[src/rtl/usb_brr_pkg.sv]
// Package: shared line-pair type and helpers for the bit timing recovery block.
// Assumes: the pair is sampled as two independent single-bit levels.
package usb_brr_pkg;

    typedef struct packed {
        logic dp;
        logic dm;
    } pair_t;

    localparam pair_t PAIR_SE0 = '{dp: 1'b0, dm: 1'b0};

    // True when both wires carry the same level (not a differential state).
    function automatic logic pair_single_ended(pair_t x);
        return x.dp == x.dm;
    endfunction

endpackage

[src/rtl/usb_brr_sync.sv]
// Module: two-stage synchronizer for the raw receive pair.
// Does: retimes the asynchronous pair into the core clock domain, 2 cycles latency.
// Assumes: the pair wires may skew by a cycle; later stages tolerate that.
module usb_brr_sync
    import usb_brr_pkg::*;
(
    input  logic  clk,
    input  logic  rst_n,
    input  pair_t raw_i,
    output pair_t sync_o
);

    pair_t stage1_q;
    pair_t stage2_q;

    // Shift the raw pair through two flops.
    always_ff @(posedge clk) begin
        if (!rst_n) begin
            stage1_q <= PAIR_SE0;
            stage2_q <= PAIR_SE0;
        end else begin
            stage1_q <= raw_i;
            stage2_q <= stage1_q;
        end
    end

    assign sync_o = stage2_q;

endmodule

[src/rtl/usb_brr_deglitch.sv]
// Module: glitch filter on the synchronized pair.
// Does: moves its output to a new pair value only after two equal samples in a row;
//       adds 2 cycles latency and drops any one-sample pulse.
// Assumes: input already in the core clock domain.
module usb_brr_deglitch
    import usb_brr_pkg::*;
(
    input  logic  clk,
    input  logic  rst_n,
    input  pair_t pair_i,
    output pair_t pair_o
);

    pair_t hist_q;
    pair_t held_q;

    // Keep the previous sample for the stability comparison.
    always_ff @(posedge clk) begin
        if (!rst_n) begin
            hist_q <= PAIR_SE0;
        end else begin
            hist_q <= pair_i;
        end
    end

    // Accept the sample once it has matched its predecessor.
    always_ff @(posedge clk) begin
        if (!rst_n) begin
            held_q <= PAIR_SE0;
        end else if (pair_i == hist_q) begin
            held_q <= pair_i;
        end
    end

    assign pair_o = held_q;

endmodule

[src/rtl/usb_brr_tracker.sv]
// Module: phase tracker and bit strobe generator.
// Does: clears a phase counter on every line change, fires a strobe at half a
//       period after it and every full period after that, while locked; locks on
//       a change between differential states, unlocks on a single-ended state or
//       after RUN_LIMIT strobes without a change.
// Assumes: FS_DIV <= LS_DIV, both even; input is the synchronized (filtered) pair.
module usb_brr_tracker
    import usb_brr_pkg::*;
#(
    parameter int FS_DIV    = 4,
    parameter int LS_DIV    = 32,
    parameter int RUN_LIMIT = 7
) (
    input  logic  clk,
    input  logic  rst_n,
    input  logic  low_speed_i,
    input  pair_t pair_i,
    output logic  strobe_o,
    output pair_t sample_o
);

    localparam int PH_W  = (LS_DIV > 2) ? $clog2(LS_DIV) : 1;
    localparam int RUN_W = $clog2(RUN_LIMIT + 1);
    localparam logic [PH_W-1:0]  FS_LAST = PH_W'(FS_DIV - 1);
    localparam logic [PH_W-1:0]  LS_LAST = PH_W'(LS_DIV - 1);
    localparam logic [PH_W-1:0]  FS_MID  = PH_W'(FS_DIV / 2);
    localparam logic [PH_W-1:0]  LS_MID  = PH_W'(LS_DIV / 2);
    localparam logic [RUN_W-1:0] RUN_MAX = RUN_W'(RUN_LIMIT);

    pair_t            prev_q;
    logic [PH_W-1:0]  phase_q;
    logic [RUN_W-1:0] run_q;
    logic             locked_q;
    logic             strobe_q;
    pair_t            sample_q;

    logic [PH_W-1:0]  last_ph;
    logic [PH_W-1:0]  mid_ph;
    logic [PH_W-1:0]  phase_now;
    logic             line_edge;
    logic             cur_se;
    logic             prev_se;
    logic             at_mid;
    logic             fire;
    logic             lock_nxt;

    // Pick the period end and mid-bit phase for the selected speed.
    always_comb begin
        last_ph = low_speed_i ? LS_LAST : FS_LAST;
        mid_ph  = low_speed_i ? LS_MID  : FS_MID;
    end

    // Detect a line change and derive the phase of the current cycle.
    always_comb begin
        line_edge = (pair_i != prev_q);
        cur_se    = pair_single_ended(pair_i);
        prev_se   = pair_single_ended(prev_q);
        phase_now = line_edge ? '0 : phase_q;
        at_mid    = (phase_now == mid_ph);
        fire      = locked_q && !cur_se && !line_edge && at_mid && (run_q < RUN_MAX);
    end

    // Decide the next lock state from the line condition.
    always_comb begin
        if (cur_se) begin
            lock_nxt = 1'b0;
        end else if (line_edge) begin
            lock_nxt = !prev_se;
        end else if (at_mid && (run_q == RUN_MAX)) begin
            lock_nxt = 1'b0;
        end else begin
            lock_nxt = locked_q;
        end
    end

    // Remember the previous pair for change detection.
    always_ff @(posedge clk) begin
        if (!rst_n) begin
            prev_q <= PAIR_SE0;
        end else begin
            prev_q <= pair_i;
        end
    end

    // Advance the phase counter, wrapping at the period end.
    always_ff @(posedge clk) begin
        if (!rst_n) begin
            phase_q <= '0;
        end else if (phase_now >= last_ph) begin
            phase_q <= '0;
        end else begin
            phase_q <= phase_now + 1'b1;
        end
    end

    // Count strobes since the last line change.
    always_ff @(posedge clk) begin
        if (!rst_n) begin
            run_q <= '0;
        end else if (line_edge) begin
            run_q <= '0;
        end else if (fire) begin
            run_q <= run_q + 1'b1;
        end
    end

    // Hold the lock flag.
    always_ff @(posedge clk) begin
        if (!rst_n) begin
            locked_q <= 1'b0;
        end else begin
            locked_q <= lock_nxt;
        end
    end

    // Register the strobe and the pair captured with it.
    always_ff @(posedge clk) begin
        if (!rst_n) begin
            strobe_q <= 1'b0;
            sample_q <= PAIR_SE0;
        end else begin
            strobe_q <= fire;
            if (fire) begin
                sample_q <= pair_i;
            end
        end
    end

    assign strobe_o = strobe_q;
    assign sample_o = sample_q;

endmodule

[src/rtl/usb_bit_recovery.sv]
// Module: top of the USB receive bit timing recovery.
// Does: synchronizes the raw pair, optionally filters it, and tracks bit phase
//       to produce a one-cycle sample enable plus the pair captured with it.
// Assumes: core clock of 48 MHz; the enable is a clock enable, not a clock.
module usb_bit_recovery
    import usb_brr_pkg::*;
#(
    parameter int FS_DIV    = 4,
    parameter int LS_DIV    = 32,
    parameter int RUN_LIMIT = 7,
    parameter bit DEGLITCH  = 1'b1
) (
    input  logic clk,
    input  logic rst_n,
    input  logic low_speed_i,
    input  logic line_p_i,
    input  logic line_m_i,
    output logic bit_stb_o,
    output logic line_p_o,
    output logic line_m_o
);

    pair_t raw_pair;
    pair_t sync_pair;
    pair_t clean_pair;
    pair_t smp_pair;

    assign raw_pair = '{dp: line_p_i, dm: line_m_i};

    usb_brr_sync u_sync (
        .clk    (clk),
        .rst_n  (rst_n),
        .raw_i  (raw_pair),
        .sync_o (sync_pair)
    );

    generate
        if (DEGLITCH) begin : gen_filter
            usb_brr_deglitch u_deglitch (
                .clk    (clk),
                .rst_n  (rst_n),
                .pair_i (sync_pair),
                .pair_o (clean_pair)
            );
        end else begin : gen_direct
            assign clean_pair = sync_pair;
        end
    endgenerate

    usb_brr_tracker #(
        .FS_DIV    (FS_DIV),
        .LS_DIV    (LS_DIV),
        .RUN_LIMIT (RUN_LIMIT)
    ) u_tracker (
        .clk         (clk),
        .rst_n       (rst_n),
        .low_speed_i (low_speed_i),
        .pair_i      (clean_pair),
        .strobe_o    (bit_stb_o),
        .sample_o    (smp_pair)
    );

    assign line_p_o = smp_pair.dp;
    assign line_m_o = smp_pair.dm;

endmodule

[config.mk]
export PLATFORM = sky130hd
export DESIGN_NAME = usb_bit_recovery
export DESIGN_NICKNAME = d
export VERILOG_FILES = /design/src/rtl/usb_brr_pkg.sv /design/src/rtl/usb_brr_sync.sv /design/src/rtl/usb_brr_deglitch.sv /design/src/rtl/usb_brr_tracker.sv /design/src/rtl/usb_bit_recovery.sv
export SDC_FILE = /design/constraint.sdc
export NUM_CORES = 1
export LEC_CHECK = 0
export BUFFER_PORTS_ARGS = -buffer_cell sky130_fd_sc_hd__buf_2
export CORE_UTILIZATION = 30
export CTS_CLUSTER_SIZE = 16
export DETAILED_ROUTE_END_ITERATION = 7
export PLACE_DENSITY = 0.52
export SLEW_MARGIN = 20
export SYNTH_ARGS = -nofsm -noshare
export SYNTH_HDL_FRONTEND = slang
export SYNTH_SLANG_ARGS = --single-unit
[constraint.sdc]
create_clock -name clk -period 3.3 [get_ports clk]
set_clock_uncertainty 0.1 [all_clocks]
set_input_delay 0.33 -clock clk [delete_from_list [all_inputs] [get_ports clk]]
set_output_delay 0.33 -clock clk [all_outputs]
set_load 0.005 [all_outputs]
==> impl_metrics.env <==
export IMPL_routed_len_inst_um=11.3
export IMPL_firstDrtPassIters=2
export IMPL_postPlaceCellArea_um2=1160
export IMPL_regToRegEndpoint="u_tracker.run_q[1]"
export IMPL_dpl_hpwl_um=1350
export IMPL_share_of_post_route_cells_with_drive_strength_above_1_pct=17.1
export IMPL_cts_reportedPaths_clkPinSlew_ns=0.12
export IMPL_worst_reg2reg_setup_slack_ns=0.52
export IMPL_cts_repair_resized=0
export IMPL_cts_tree="built"
export IMPL_timing_rr_start="gen_filter.u_deglitch.pair_o[0]"
export IMPL_max_slew_margin_pct=58.7
export IMPL_iteration_0_drc_markers=16
export IMPL_first_global_vias=799
export IMPL_grt_start_max_net_pins=18
export IMPL_post_route_drc_count=0
export IMPL_floorplan_initialDensity_pct=32.0
export IMPL_timing_final_hold_violations=0
export IMPL_hold_path_cell_count=2
export IMPL_startpoint_type="flip-flop"
export IMPL_final_min_clock_period_ns=2.78
export IMPL_area_growth_syn_to_layout_pct=9.73
export IMPL_dieHeight_um=62.4
export IMPL_grt_setup_unrepaired="no"
export IMPL_synthesis_area_um2=1090
export IMPL_synth_enable_flop_cells=0
export IMPL_period_share_pct=84.4
export IMPL_rr_worst_depth=8
export IMPL_finalSetupViolCount=0
export IMPL_clk_path_buf_depth=2
export IMPL_gp_weighted_congestion=0.825
export IMPL_synth_warning_count=0
export IMPL_clk_root_buffer_cell="clkbuf_4"
export IMPL_crit_arrival_ns=2.90
export IMPL_yosys_register_bits=22
export IMPL_maxCapViolations=0
export IMPL_yosys_most_used_dff="dfxtp_1"
export IMPL_syn_avg_cell_area_um2=9.94
export IMPL_report_final_slew_viol_count=0
export IMPL_cts_sinks=22
export IMPL_critical_path_class="flip-flop to flip-flop"
export IMPL_postCtsSetupRepairBufs=0
export IMPL_cp_end_kind="flip-flop"
export IMPL_min_delay_path_class="input pin to flip-flop"
export IMPL_io_buffer_count=7
export IMPL_wl_um=1830
export IMPL_initial_antenna_violation_count=0
export IMPL_boundaryPins=8
export IMPL_dr_total_vias=766
export IMPL_rows=21
export IMPL_achievable_frequency_mhz=359
export IMPL_n_fill_cell=382
export IMPL_die_area_um2=3890
export IMPL_route_detailed_vias_per_inst=4.70
export IMPL_worst_pin_slew_ns=0.618
export IMPL_post_cts_hold_buffer_count=0
export IMPL_synth_cell_types=37
export IMPL_hold_path_startpoint="line_m_i"
export IMPL_worstSkewPairLatency_ns=0.30
export IMPL_fin_area_um2=1200
export IMPL_ir_drop_mv=0.209
export IMPL_p_leak_uw=0.000497
export IMPL_fin_tns_setup_ns=0
export IMPL_drt_antenna_violating_nets=0
export IMPL_grt_overflow=0
export IMPL_async_flop_share_pct=0
export IMPL_grt_first_pass_wirelength_um=3400
export IMPL_htree_num_levels=1
export IMPL_fin_nets=128
export IMPL_hold_path_endpoint="u_sync.stage1_q[0]"
export IMPL_global_route_usage_total_pct=10.9
export IMPL_critPathMaxFanout=8
export IMPL_n_antenna_cell=0
export IMPL_power_per_cell_area_nw_per_um2=388
export IMPL_die_w_um=62.4
export IMPL_syn_inst=110
export IMPL_synth_sequential_area_ratio_pct=40.3
export IMPL_outcome="finished clean"
export IMPL_number_of_buffers_created_by_cts=3
export IMPL_synth_nets=120
export IMPL_critPathRequiredTime_ns=3.41
export IMPL_core_um2=3420
## cell usage in the layout (no fill, tap or decap), types with 2 or more instances in the layout
| cell type | instances |
|---|---|
| nor2_1 | 4 |
| ha_1 | 5 |
| nor3b_1 | 2 |
| nand4_1 | 2 |
| nor2b_1 | 3 |
| and2_1 | 12 |
| inv_1 | 3 |
| a21o_1 | 2 |
| a22oi_1 | 2 |
| nand3_1 | 5 |
| nor4_1 | 2 |
| xor2_4 | 2 |
| clkbuf_4 | 3 |
| o21ai_1 | 5 |
| nand2_1 | 6 |
| xor2_1 | 3 |
| nand2b_1 | 4 |
| dfxtp_1 | 22 |
| o21bai_1 | 2 |
| buf_2 | 7 |
| xnor2_1 | 4 |
## state kept, by name, summed over array words and instances, names as in the netlist
name / count
u_tracker.phase_q: 5
u_tracker.run_q: 3
gen_filter.u_deglitch.hist_q: 2
gen_filter.u_deglitch.pair_o: 2
u_sync.stage1_q: 2
u_sync.sync_o: 2
u_tracker.prev_q: 2
u_tracker.sample_o: 2
u_tracker.locked_q: 1
u_tracker.strobe_o: 1
## cell type report
type                            instances  area (µm²)  share of cell area (%)
Clock buffer                            4        36.3                    3.02
Inverter                                3        11.3                   0.938
Multi-Input combinational cell         81         619                    51.6
Sequential cell                        22         440                    36.7
Tap cell                               46        57.6                    4.80
Timing Repair Buffer                    7        35.0                    2.92
## worst max-delay path by stage
stage | start | to | slack, ns | cells after the start
3_3_place_gp | gen_filter.u_deglitch.pair_o[0] | u_tracker.run_q[2] | 0.56 | 8
6_report | gen_filter.u_deglitch.pair_o[0] | u_tracker.run_q[1] | 0.52 | 8
2_1_floorplan | gen_filter.u_deglitch.pair_o[0] | u_tracker.run_q[0] | 0.84 | 9
3_5_place_dp | gen_filter.u_deglitch.pair_o[0] | u_tracker.run_q[1] | 0.50 | 8
5_1_grt | gen_filter.u_deglitch.pair_o[0] | u_tracker.run_q[1] | 0.31 | 8
4_1_cts | gen_filter.u_deglitch.pair_o[0] | u_tracker.run_q[1] | 0.48 | 8
## cells in the mapped netlist, drive strengths merged (3+ instances only)
| cell type | n | area share (%) |
|---|---|---|
| and2 | 14 | 8.4 |
| nor4 | 3 | 3.1 |
| o21ai | 7 | 3.5 |
| nor2 | 4 | 1.4 |
| nand3 | 5 | 2.3 |
| nand2 | 6 | 2.1 |
| nor2b | 3 | 1.7 |
| xnor2 | 4 | 3.2 |
| ha | 5 | 5.7 |
| dfxtp | 22 | 40 |
| inv | 3 | 1.0 |
| xor2 | 5 | 7.4 |
| nand2b | 4 | 2.3 |
## per-layer routing
layer	global-route usage, %	routed length [µm]	share of wire, %	up-vias
met1	13.4	929	51	355
met2	17.9	811	44	12
met3	2.37	57	3.1	6
met4	5.23	36	2.0	0
met5	0	0	0	-
li1	-	-	-	393
## logic make-up (layout without fill, tap and decap cells)
group / count (synthesis) / after routing / synth area share [%]
AND/OR/NAND/NOR: 49 / 49 / 28.5
buffers and inverters: 7 / 14 / 3.09
XOR/XNOR: 9 / 9 / 10.6
adder cells (fa/ha/maj): 5 / 5 / 5.72
flip-flops: 22 / 22 / 40.3
AO/OA/AOI/OAI: 18 / 18 / 11.8
## metrics by stage
step / util (%) / hold slack (ns) / instances / power (µW) / setup WS (ns)
6_report: 35.1 / 0.120 / 163 / 466 / 0.516
2_1_floorplan: - / 0.312 / 110 / 317 / 0.836
4_1_cts: 35.1 / 0.108 / 163 / 477 / 0.479
5_1_grt: 35.1 / 0.101 / 163 / 496 / 0.305
3_5_place_dp: 34.1 / 0.320 / 159 / 327 / 0.503
3_3_place_gp: 34.1 / 0.319 / 159 / 327 / 0.557
## power breakdown
group | leakage (µW) | switching, µW | total, µW | internal [µW]
Clock | 0.0000210 | 77.7 | 145 | 67.3
Sequential | 0.000179 | 6.02 | 278 | 272
Combinational | 0.000297 | 22.9 | 42.7 | 19.8
Total | 0.000497 | 107 | 466 | 360
## worst max-delay path, stage by stage, from the launching register on
cell,delay [ns]
dfxtp_1,0.56
xor2_4,0.31
nor2_1,0.13
and2_1,0.18
ha_1,0.30
or4b_4,0.50
nor4_4,0.31
and2_4,0.25
o21ai_1,0.07
Power figures use the tool's default switching activity.
